**src/rtl/lsm_pkg.sv**
```systemverilog
package lsm_pkg;
  typedef enum logic [1:0] {
    OP_READ    = 2'b00,
    OP_WRITE   = 2'b01,
    OP_REFRESH = 2'b10,
    OP_SPARE   = 2'b11
  } lsm_op_e;
endpackage

```
**src/rtl/lsm_ctrl.sv**
```systemverilog
module lsm_ctrl
  import lsm_pkg::*;
#(
  parameter int NUM_LINES = 8,
  parameter int LINE_BITS = 16,
  localparam int AW = $clog2(NUM_LINES),
  localparam int CW = $clog2(LINE_BITS)
) (
  input  logic          clk_i,
  input  logic          rst_ni,
  input  logic          start_i,
  input  logic [AW-1:0] addr_i,
  input  lsm_op_e       op_i,
  output logic          busy_o,
  output logic          done_o,
  output logic [AW-1:0] line_o,
  output lsm_op_e       op_o
);
  localparam logic [CW-1:0] LAST = CW'(LINE_BITS - 1);

  logic [CW-1:0] cnt_q;

  always_ff @(posedge clk_i or negedge rst_ni) begin
    if (!rst_ni) begin
      busy_o <= 1'b0;
      done_o <= 1'b0;
      cnt_q  <= '0;
      line_o <= '0;
      op_o   <= OP_READ;
    end else begin
      done_o <= 1'b0;
      if (busy_o) begin
        if (cnt_q == LAST) begin
          busy_o <= 1'b0;
          done_o <= 1'b1;
          cnt_q  <= '0;
        end else begin
          cnt_q <= cnt_q + 1'b1;
        end
      end else if (start_i) begin
        // capture request; later changes on addr/op are ignored
        busy_o <= 1'b1;
        line_o <= addr_i;
        op_o   <= op_i;
      end
    end
  end
endmodule

```
**src/rtl/lsm_decode.sv**
```systemverilog
module lsm_decode #(
  parameter int NUM_LINES = 8,
  localparam int AW = $clog2(NUM_LINES)
) (
  input  logic                 en_i,
  input  logic [AW-1:0]        line_i,
  output logic [NUM_LINES-1:0] sel_o
);
  for (genvar g = 0; g < NUM_LINES; g++) begin : g_sel
    assign sel_o[g] = en_i && (line_i == AW'(g));
  end
endmodule

```
**src/rtl/lsm_line.sv**
```systemverilog
module lsm_line #(
  parameter int LINE_BITS = 16
) (
  input  logic clk_i,
  input  logic rst_ni,
  input  logic shift_i,
  input  logic write_i,
  input  logic wdata_i,
  output logic tail_o
);
  logic [LINE_BITS-1:0] bits_q;
  logic                 fill;

  assign tail_o = bits_q[0];
  assign fill   = write_i ? wdata_i : bits_q[0];

  always_ff @(posedge clk_i or negedge rst_ni) begin
    if (!rst_ni)      bits_q <= '0;
    else if (shift_i) bits_q <= {fill, bits_q[LINE_BITS-1:1]};
  end
endmodule

```
**src/rtl/line_shift_mem.sv**
```systemverilog
module line_shift_mem
  import lsm_pkg::*;
#(
  parameter int NUM_LINES = 8,
  parameter int LINE_BITS = 16,
  localparam int AW = $clog2(NUM_LINES)
) (
  input  logic          clk_i,
  input  logic          rst_ni,
  input  logic          start_i,
  input  logic [AW-1:0] addr_i,
  input  logic [1:0]    op_i,
  input  logic          wdata_i,
  output logic          rdata_o,
  output logic          rvalid_o,
  output logic          busy_o,
  output logic          done_o
);
  logic [AW-1:0]        act_line;
  lsm_op_e              act_op;
  logic [NUM_LINES-1:0] shift_sel;
  logic [NUM_LINES-1:0] tails;
  logic                 wr_act;
  logic                 rd_act;

  lsm_ctrl #(.NUM_LINES(NUM_LINES), .LINE_BITS(LINE_BITS)) i_ctrl (
    .clk_i  (clk_i),
    .rst_ni (rst_ni),
    .start_i(start_i),
    .addr_i (addr_i),
    .op_i   (lsm_op_e'(op_i)),
    .busy_o (busy_o),
    .done_o (done_o),
    .line_o (act_line),
    .op_o   (act_op)
  );

  lsm_decode #(.NUM_LINES(NUM_LINES)) i_dec (
    .en_i  (busy_o),
    .line_i(act_line),
    .sel_o (shift_sel)
  );

  assign wr_act = busy_o && (act_op == OP_WRITE);
  assign rd_act = busy_o && (act_op == OP_READ);

  for (genvar g = 0; g < NUM_LINES; g++) begin : g_line
    lsm_line #(.LINE_BITS(LINE_BITS)) i_line (
      .clk_i  (clk_i),
      .rst_ni (rst_ni),
      .shift_i(shift_sel[g]),
      .write_i(wr_act),
      .wdata_i(wdata_i),
      .tail_o (tails[g])
    );
  end

  assign rvalid_o = rd_act;
  assign rdata_o  = rd_act && |(tails & shift_sel);
endmodule

```
**config.mk**
```make
export PLATFORM = sky130hd
export DESIGN_NAME = line_shift_mem
export DESIGN_NICKNAME = d
export VERILOG_FILES = /design/src/rtl/lsm_pkg.sv /design/src/rtl/lsm_ctrl.sv /design/src/rtl/lsm_decode.sv /design/src/rtl/lsm_line.sv /design/src/rtl/line_shift_mem.sv
export SDC_FILE = /design/constraint.sdc
export NUM_CORES = 1
export LEC_CHECK = 0
export BUFFER_PORTS_ARGS = -buffer_cell sky130_fd_sc_hd__buf_4
export CORE_ASPECT_RATIO = 0.9
export CORE_MARGIN = 1
export CORE_UTILIZATION = 34
export DETAILED_ROUTE_END_ITERATION = 12
export SLEW_MARGIN = 15
export SYNTH_ARGS = -nofsm -noshare
export SYNTH_HDL_FRONTEND = slang
export SYNTH_SLANG_ARGS = --single-unit
```
**constraint.sdc**
```tcl
create_clock -name clk_i -period 2.8 [get_ports clk_i]
set_input_delay 0.42 -clock clk_i [delete_from_list [all_inputs] [get_ports clk_i]]
set_output_delay 0.42 -clock clk_i [all_outputs]
set_load 0.02 [all_outputs]
```
==> results of run 1 <==
[power groups by stage]
stage	combinational (W)	sequential, W	clock (W)
5_1_grt	0.00189	0.00322	0.00250
3_3_place_gp	0.00167	0.00311	0
3_5_place_dp	0.00174	0.00315	0
2_1_floorplan	0.00161	0.00296	0
6_report	0.00173	0.00312	0.00234
4_1_cts	0.00176	0.00312	0.00240
[cell usage after synthesis, types with 3 or more instances]
master    count
nand2_1       6
buf_2         7
nor2_1        7
buf_4         6
o21ai_0       8
and4bb_2      3
mux2_2      120
a21oi_1      13
buf_6         3
mux2_4        8
dfrtp_1     139
nand4b_4      3
[logic make-up (layout without fill, tap and decap cells)]
family | after synthesis | in the layout | synth area share, %
compound gates | 22 | 22 | 2.07
xor+xnor | 1 | 1 | 0.159
fa+ha+maj | 1 | 1 | 0.227
buf+inv | 19 | 50 | 2.27
flops | 139 | 139 | 63.2
mux | 129 | 129 | 26.9
simple gates | 33 | 33 | 5.14
[worst max path at each step]
stage	startpoint	to	slack, ns
2_1_floorplan	i_ctrl.busy_o	rdata_o	0.11
3_3_place_gp	i_ctrl.line_o[2]	rdata_o	0.76
3_5_place_dp	i_ctrl.line_o[2]	rdata_o	0.70
4_1_cts	i_ctrl.line_o[2]	rdata_o	0.25
5_1_grt	i_ctrl.line_o[2]	rdata_o	0.13
6_report	i_ctrl.line_o[2]	rdata_o	0.32
[cell type report]
cell class                 instances  area (sq um)  share of cell area [%]
clock buffer                      20           457                    7.13
inverter                           2          7.51                   0.117
timing repair buffer              16           136                    2.13
multi-input combinational        186          1900                    29.7
tap                              202           253                    3.95
sequential                       139          3480                    54.3
clock inverter                    12           170                    2.66
[routing by layer]
layer / GRT usage, % / routed length [um]
met5: 0 / 0
met4: 3.75 / 66
met3: 4.71 / 276
met2: 17.3 / 4000
met1: 13.9 / 3760
[metrics by stage]
| stage | area (sq um) | hold WS, ns | setup slack, ns | power (W) | utilization (%) |
|---|---|---|---|---|---|
| floorplan | 5500 | 0.124 | 0.107 | 0.00457 | - |
| global placement | 5770 | 0.459 | 0.761 | 0.00478 | 37.0 |
| detailed placement | 5770 | 0.467 | 0.697 | 0.00490 | 37.0 |
| CTS | 6400 | 0.0333 | 0.246 | 0.00729 | 41.0 |
| global route | 6400 | 0.0660 | 0.127 | 0.00761 | 41.0 |
| finish | 6400 | 0.0119 | 0.320 | 0.00718 | 41.0 |
[sequential cells by signal, summed over array words and instances, names as in the netlist]
signal                count
g_line.i_line.bits_q    128
i_ctrl.cnt_q              4
i_ctrl.line_o             3
i_ctrl.op_o               2
i_ctrl.busy_o             1
i_ctrl.done_o             1
==> results by group, run 1 <==
Run status
  • Status: finished clean

Critical path
  • Req. time, crit path: 2.38 ns
  • Worst setup SP type: flip-flop
  • Slowest-stage cell, CP: dfrtp_1
  • Crit path depth: 4
  • Crit path kind: flip-flop to output port
  • Reg2reg setup slack: 0.89 ns
  • Crit path largest cell delay: 0.75 ns
  • CP bufs+invs: 1
  • CP Max Fanout: 14
  • Reg-to-Reg Start: i_ctrl.line_o[2]
  • FF-to-FF path depth: 2
  • R2R Path End: g_line[4].i_line.bits_q[14]
  • Crit path cell chain: mux2_2, nor3b_1, nor4_1, buf_4
  • WP data arrival: 2.06 ns
  • Worst setup EP type: output port
  • CP delay by family, top: flip-flops

Logic synthesis
  • Post-Synthesis Cells: 344
  • Syn avg cell area: 16.0 sq um
  • Yosys top cell area share: 63.2%
  • Mapped cell area: 5500 sq um
  • Prevailing post-synth register cell: dfrtp_1
  • Sequential share of the synthesized area: 63.2%
  • Seq cells post-synth: 139
  • Async set-or-reset flop fraction in the synthesized netlist: 100%
  • Yosys warns: 0
  • Distinct cell type count after synthesis: 29
  • EDFF count, synth: 0
  • Synth top area cells: dfrtp_1, mux2_2, mux2_4
  • Post-synth top area cell: dfrtp_1
  • Syn Nets: 354

Global routing
  • First-pass GRT wire length: 14100 um
  • Total Routing Usage GR: 11.1%
  • Largest net degree at the start of global routing: 71
  • Vias in the first global route: 2839
  • GR Overflow Total: 0
  • Antenna violations before repair: 0

Floorplanning
  • Core area: 15600 sq um
  • Initial Utilization: 35.3%
  • # IOs: 13
  • Die W: 136 um
  • Die H: 123 um
  • Die ar.: 16700 sq um
  • Row cnt: 43

STA
  • Slew HR: 56.9%
  • RSZ-0062 raised after global routing: no
  • Final period util: 88.6%
  • Final hold vios: 0
  • Final Setup Violations: 0
  • Setup_tns: 0 ns
  • Slew Limit Fails: 0
  • Worst-Margin Slew: 0.646 ns
  • Clk_skew: 0.00628 ns
  • FMAX: 403 MHz
  • Post-layout minimum cycle time: 2.48 ns

Route
  • ANT nets after route: 0
  • DRC: 0
  • Via count: 2684
  • WL/cell: 14.0 um
  • Via density: 4.65
  • DR iter-0 viols: 132
  • DRT Pass-1 Iters: 4
  • Routed WL: 8100 um

Finish
  • N_diodes: 0
  • Share of cells above drive strength 1: 48.8%
  • Most common cell after layout, fill and taps aside: dfrtp_1
  • Nets: 372
  • Final Non-Filler Cells: 577
  • Area growth syn-to-layout: 16.3%
  • Fillcell total: 1446
  • Most frequent cells in the layout: dfrtp_1, mux2_2, clkbuf_16

Power and ir drop
  • Leak: 3.06 nW
  • Switching share of power: 27.0%
  • Combinational share of power: 24.0%
  • Sequential share of power: 43.4%
  • Clock share of power: 32.6%
  • Internal: 0.00524 W
  • Pwr/cell area: 1120 nW/um^2
  • Peak supply drop: 0.601 mV
  • P_sw: 0.00194 W

Placement
  • Placer congestion estimate: 0.676
  • Post-DP HPWL: 5000 um
  • IO buf count: 12
  • Placed cells: 545

Clock network
  • Sink Count: 139
  • CTS Hold Bufs: 0
  • Post-CTS setup repair buffer count: 0
  • CTS Root Cell: clkbuf_16
  • CTS max path bufs: 2
  • CTS tree: done
  • Inserted Clock Buffers: 17
  • Clock Latency Late Sink: 0.41 ns
  • Clock H-tree levels: 4
  • CTS resizes: 0
  • CTS clk-pin slew, worst paths: 0.06 ns

Min path
  • Hold Path Class: primary input to asynchronous set/reset pin

Run
  • Max_cap viols: 0
Power figures use the tool's default switching activity.
==> inputs of run 2 (changes only) <==
--- a/config.mk
+++ b/config.mk
@@ -13,4 +13,5 @@
 export SLEW_MARGIN = 15
 export SYNTH_ARGS = -nofsm -noshare
 export SYNTH_HDL_FRONTEND = slang
+export SYNTH_HIERARCHICAL = 1
 export SYNTH_SLANG_ARGS = --single-unit
==> run 2 against run 1 <==
Worst hold slack better by 0.046 ns. Combinational power up 19%. Sequential power increased by 2%. Count of clock-buffer cells in the layout stayed put. Total power grew 3.9%.
==> results by group, run 2 <==
Run status
  • Status: finished clean

Global routing
  • Met2 Usage GRT: 16.1% (-1.3 points)
  • Largest net degree at the start of global routing: 54 (-24%)
  • Vias in the first global route: 2977 (+4.9%)
  • Grt met1 use: 14.6% (+0.72 points)
  • M3 GR Usage: 4.26% (-0.45 points)
  • GR Overflow Total: 0 (unchanged)
  • First-pass GRT wire length: 15200 um (+7.5%)
  • Antenna violations before repair: 0 (unchanged)
  • Total Routing Usage GR: 10.9% (-0.20 points)
  • GR peak layer: met2

Route
  • Routed WL: 8360 um (+3.2%)
  • Via density: 4.63 (-0.42%)
  • DRC: 0 (unchanged)
  • ANT nets after route: 0 (unchanged)
  • Via count: 2696 (+0.45%)
  • WL/cell: 14.4 um (+2.3%)
  • DRT Pass-1 Iters: 3 (-1)
  • DR iter-0 viols: 137 (+3.8%)

Power and ir drop
  • Peak supply drop: 0.458 mV (-24%)
  • Pwr/cell area: 1130 nW/um^2 (+0.60%)
  • Leak: 3.11 nW (+1.9%)
  • PnR Total Power: 0.00746 W (+3.9%)

Critical path
  • Worst setup SP type: flip-flop
  • Slowest-stage cell, CP: dfrtp_1
  • FF-to-FF path depth: 3 (+1)
  • CP delay by family, top: flip-flops
  • R2R Path End: g_line[0].i_line/bits_q[4]
  • Crit path kind: flip-flop to output port
  • Crit path cell chain: and4bb_2, a22o_1, a221oi_2, a21boi_1, buf_4
  • Reg-to-Reg Start: i_ctrl/busy_o
  • Worst setup EP type: output port
  • CP endpoint: rdata_o
  • WP data arrival: 2.17 ns (+0.11 ns)
  • Setup crit start: i_ctrl/busy_o
  • Crit path depth: 5 (+1)
  • CP Max Fanout: 20 (+6)
  • Reg2reg setup slack: 0.95 ns (+0.06 ns)
  • Req. time, crit path: 2.38 ns (about the same)
  • Crit path largest cell delay: 0.70 ns (-0.05 ns)
  • CP bufs+invs: 1 (unchanged)

Logic synthesis
  • Post-synth top area cell: dfrtp_1
  • Syn avg cell area: 17.2 sq um (+7.6%)
  • Distinct cell type count after synthesis: 25 (-14%)
  • Mapped cell area: 5820 sq um (+5.8%)
  • Yosys top cell area share: 59.8% (-3.4 points)
  • Top-count cell post-synth: dfrtp_1
  • Sequential share of the synthesized area: 59.8% (-3.4 points)
  • Prevailing post-synth register cell: dfrtp_1
  • Syn Nets: 348 (-1.7%)
  • Seq cells post-synth: 139 (unchanged)
  • Async set-or-reset flop fraction in the synthesized netlist: 100% (unchanged)
  • Post-Synthesis Cells: 338 (-1.7%)
  • Synth top area cells: dfrtp_1, mux2_4, mux2_2
  • EDFF count, synth: 0 (unchanged)
  • Yosys warns: 6 (+6)
  • Post-synth top cells: dfrtp_1, mux2_4, mux2_2

Floorplanning
  • # IOs: 13 (unchanged)
  • Initial Utilization: 35.5% (+0.20 points)
  • Die H: 126 um (+2.8%)
  • Core area: 16400 sq um (+5.1%)
  • Die W: 140 um (+2.8%)
  • Row cnt: 44 (+2.3%)
  • Die ar.: 17600 sq um (+5.7%)

STA
  • RSZ-0062 raised after global routing: no
  • FMAX: 386 MHz (-4.3%)
  • Final Setup Violations: 0 (unchanged)
  • Clk_skew: 0.00779 ns (+0.00150 ns)
  • Post-layout minimum cycle time: 2.59 ns (+0.112 ns)
  • Final period util: 92.5% (+4.0 points)
  • Final hold vios: 0 (unchanged)
  • Worst-Margin Slew: 0.698 ns (+0.0515 ns)
  • Setup_tns: 0 ns (unchanged)
  • Slew HR: 53.5% (-3.4 points)
  • Slew Limit Fails: 0 (unchanged)

Clock network
  • CTS max path bufs: 2 (unchanged)
  • Inserted Clock Buffers: 17 (unchanged)
  • Clock Latency Late Sink: 0.41 ns (about the same)
  • CTS Hold Bufs: 0 (unchanged)
  • CTS Root Cell: clkbuf_16
  • Sink Count: 139 (unchanged)
  • CTS resizes: 0 (unchanged)
  • Post-CTS setup repair buffer count: 0 (unchanged)
  • CTS tree: done
  • Clock H-tree levels: 4 (unchanged)
  • CTS clk-pin slew, worst paths: 0.06 ns (about the same)

Finish
  • Final Non-Filler Cells: 582 (+0.87%)
  • Largest register FFs: 128 (unchanged)
  • Top reg by flops: g_line.i_line/bits_q
  • Area growth syn-to-layout: 13.6%
  • Nets: 372 (unchanged)
  • Most frequent cells in the layout: dfrtp_1, mux2_4, mux2_2
  • Top Registers: g_line.i_line/bits_q x128, i_ctrl/cnt_q x4, i_ctrl/line_o x3
  • Share of cells above drive strength 1: 50.7% (+1.9 points)
  • Most common cell after layout, fill and taps aside: dfrtp_1
  • N_diodes: 0 (unchanged)
  • Cell area after layout: 6610 sq um (+3.3%)

Placement
  • Placed inst area: 6020 sq um (+4.2%)
  • Post-DP HPWL: 5090 um (+1.7%)
  • Placer congestion estimate: 0.683 (+1.1%)
  • IO buf count: 12 (unchanged)
  • Placed cells: 550 (+0.92%)

Min path
  • Hold Path Class: primary input to asynchronous set/reset pin

Run
  • Max_cap viols: 0 (unchanged)
-- run 2: cell count changes after synthesis, moves of 7 or more --
cell,change
mux2_2,-58
mux2_4,+56
buf_12,+8
buf_2,-7
mux2i_1,+7
-- run 2: final cells by class --
class / instances / area, sq um
Inverter: 2 / 7.51
Fill cell: 1472 / 9800
Multi-Input combinational cell: 180 / 2080
Tap cell: 207 / 259
Sequential cell: 139 / 3480
Clock inverter: 12 / 148
Timing Repair Buffer: 22 / 190
Clock buffer: 20 / 447
-- run 2: layer usage --
metal,part of all wire (%),up-vias
li1,-,1250
met3,3.3,9
met4,0.92,0
met1,50,1420
met2,46,17
met5,0,-
-- run 2: cell families after synthesis --
| family | share of synthesized area [%] |
|---|---|
| DFF | 59.8 |
| muxes | 29.9 |
| and+or+nand+nor | 3.38 |
| buffers and inverters | 4.62 |
| AOI/OAI and AO/OA | 1.98 |
| xor gates and xnor gates | 0.151 |
| adders and majority gates | 0.215 |
-- run 2: worst register-to-register path, delay by kind of cell (launching register included) --
kind | cells | cell delay (ns)
buffers and inverters | 1 | 0.32
multiplexers | 1 | 0.38
flip-flops | 1 | 0.70
AND/OR/NAND/NOR | 1 | 0.34
-- run 2: through the flow --
stage / setup WS [ns] / utilization [%] / hold WS (ns)
2_1_floorplan: 0.974 / - / 0.124
3_3_place_gp: 0.783 / 36.7 / 0.480
3_5_place_dp: 0.657 / 36.7 / 0.490
4_1_cts: 0.200 / 40.3 / 0.0738
5_1_grt: 0.0761 / 40.3 / 0.104
6_report: 0.209 / 40.3 / 0.0575
-- run 2: power breakdown --
group | switching, W | total (W) | internal [W]
Clock | 0.000812 | 0.00223 | 0.00142
Combinational | 0.000747 | 0.00206 | 0.00132
Sequential | 0.000446 | 0.00317 | 0.00272
Total | 0.00201 | 0.00746 | 0.00545
-- run 2: worst min path at each step --
stage               cells after the start                     endpoint
floorplan                               0   g_line[0].i_line/bits_q[0]
global placement                        1              i_ctrl/cnt_q[3]
detailed placement                      1  g_line[1].i_line/bits_q[13]
CTS                                     1   g_line[0].i_line/bits_q[8]
global route                            1   g_line[0].i_line/bits_q[4]
finish                                  1   g_line[0].i_line/bits_q[5]
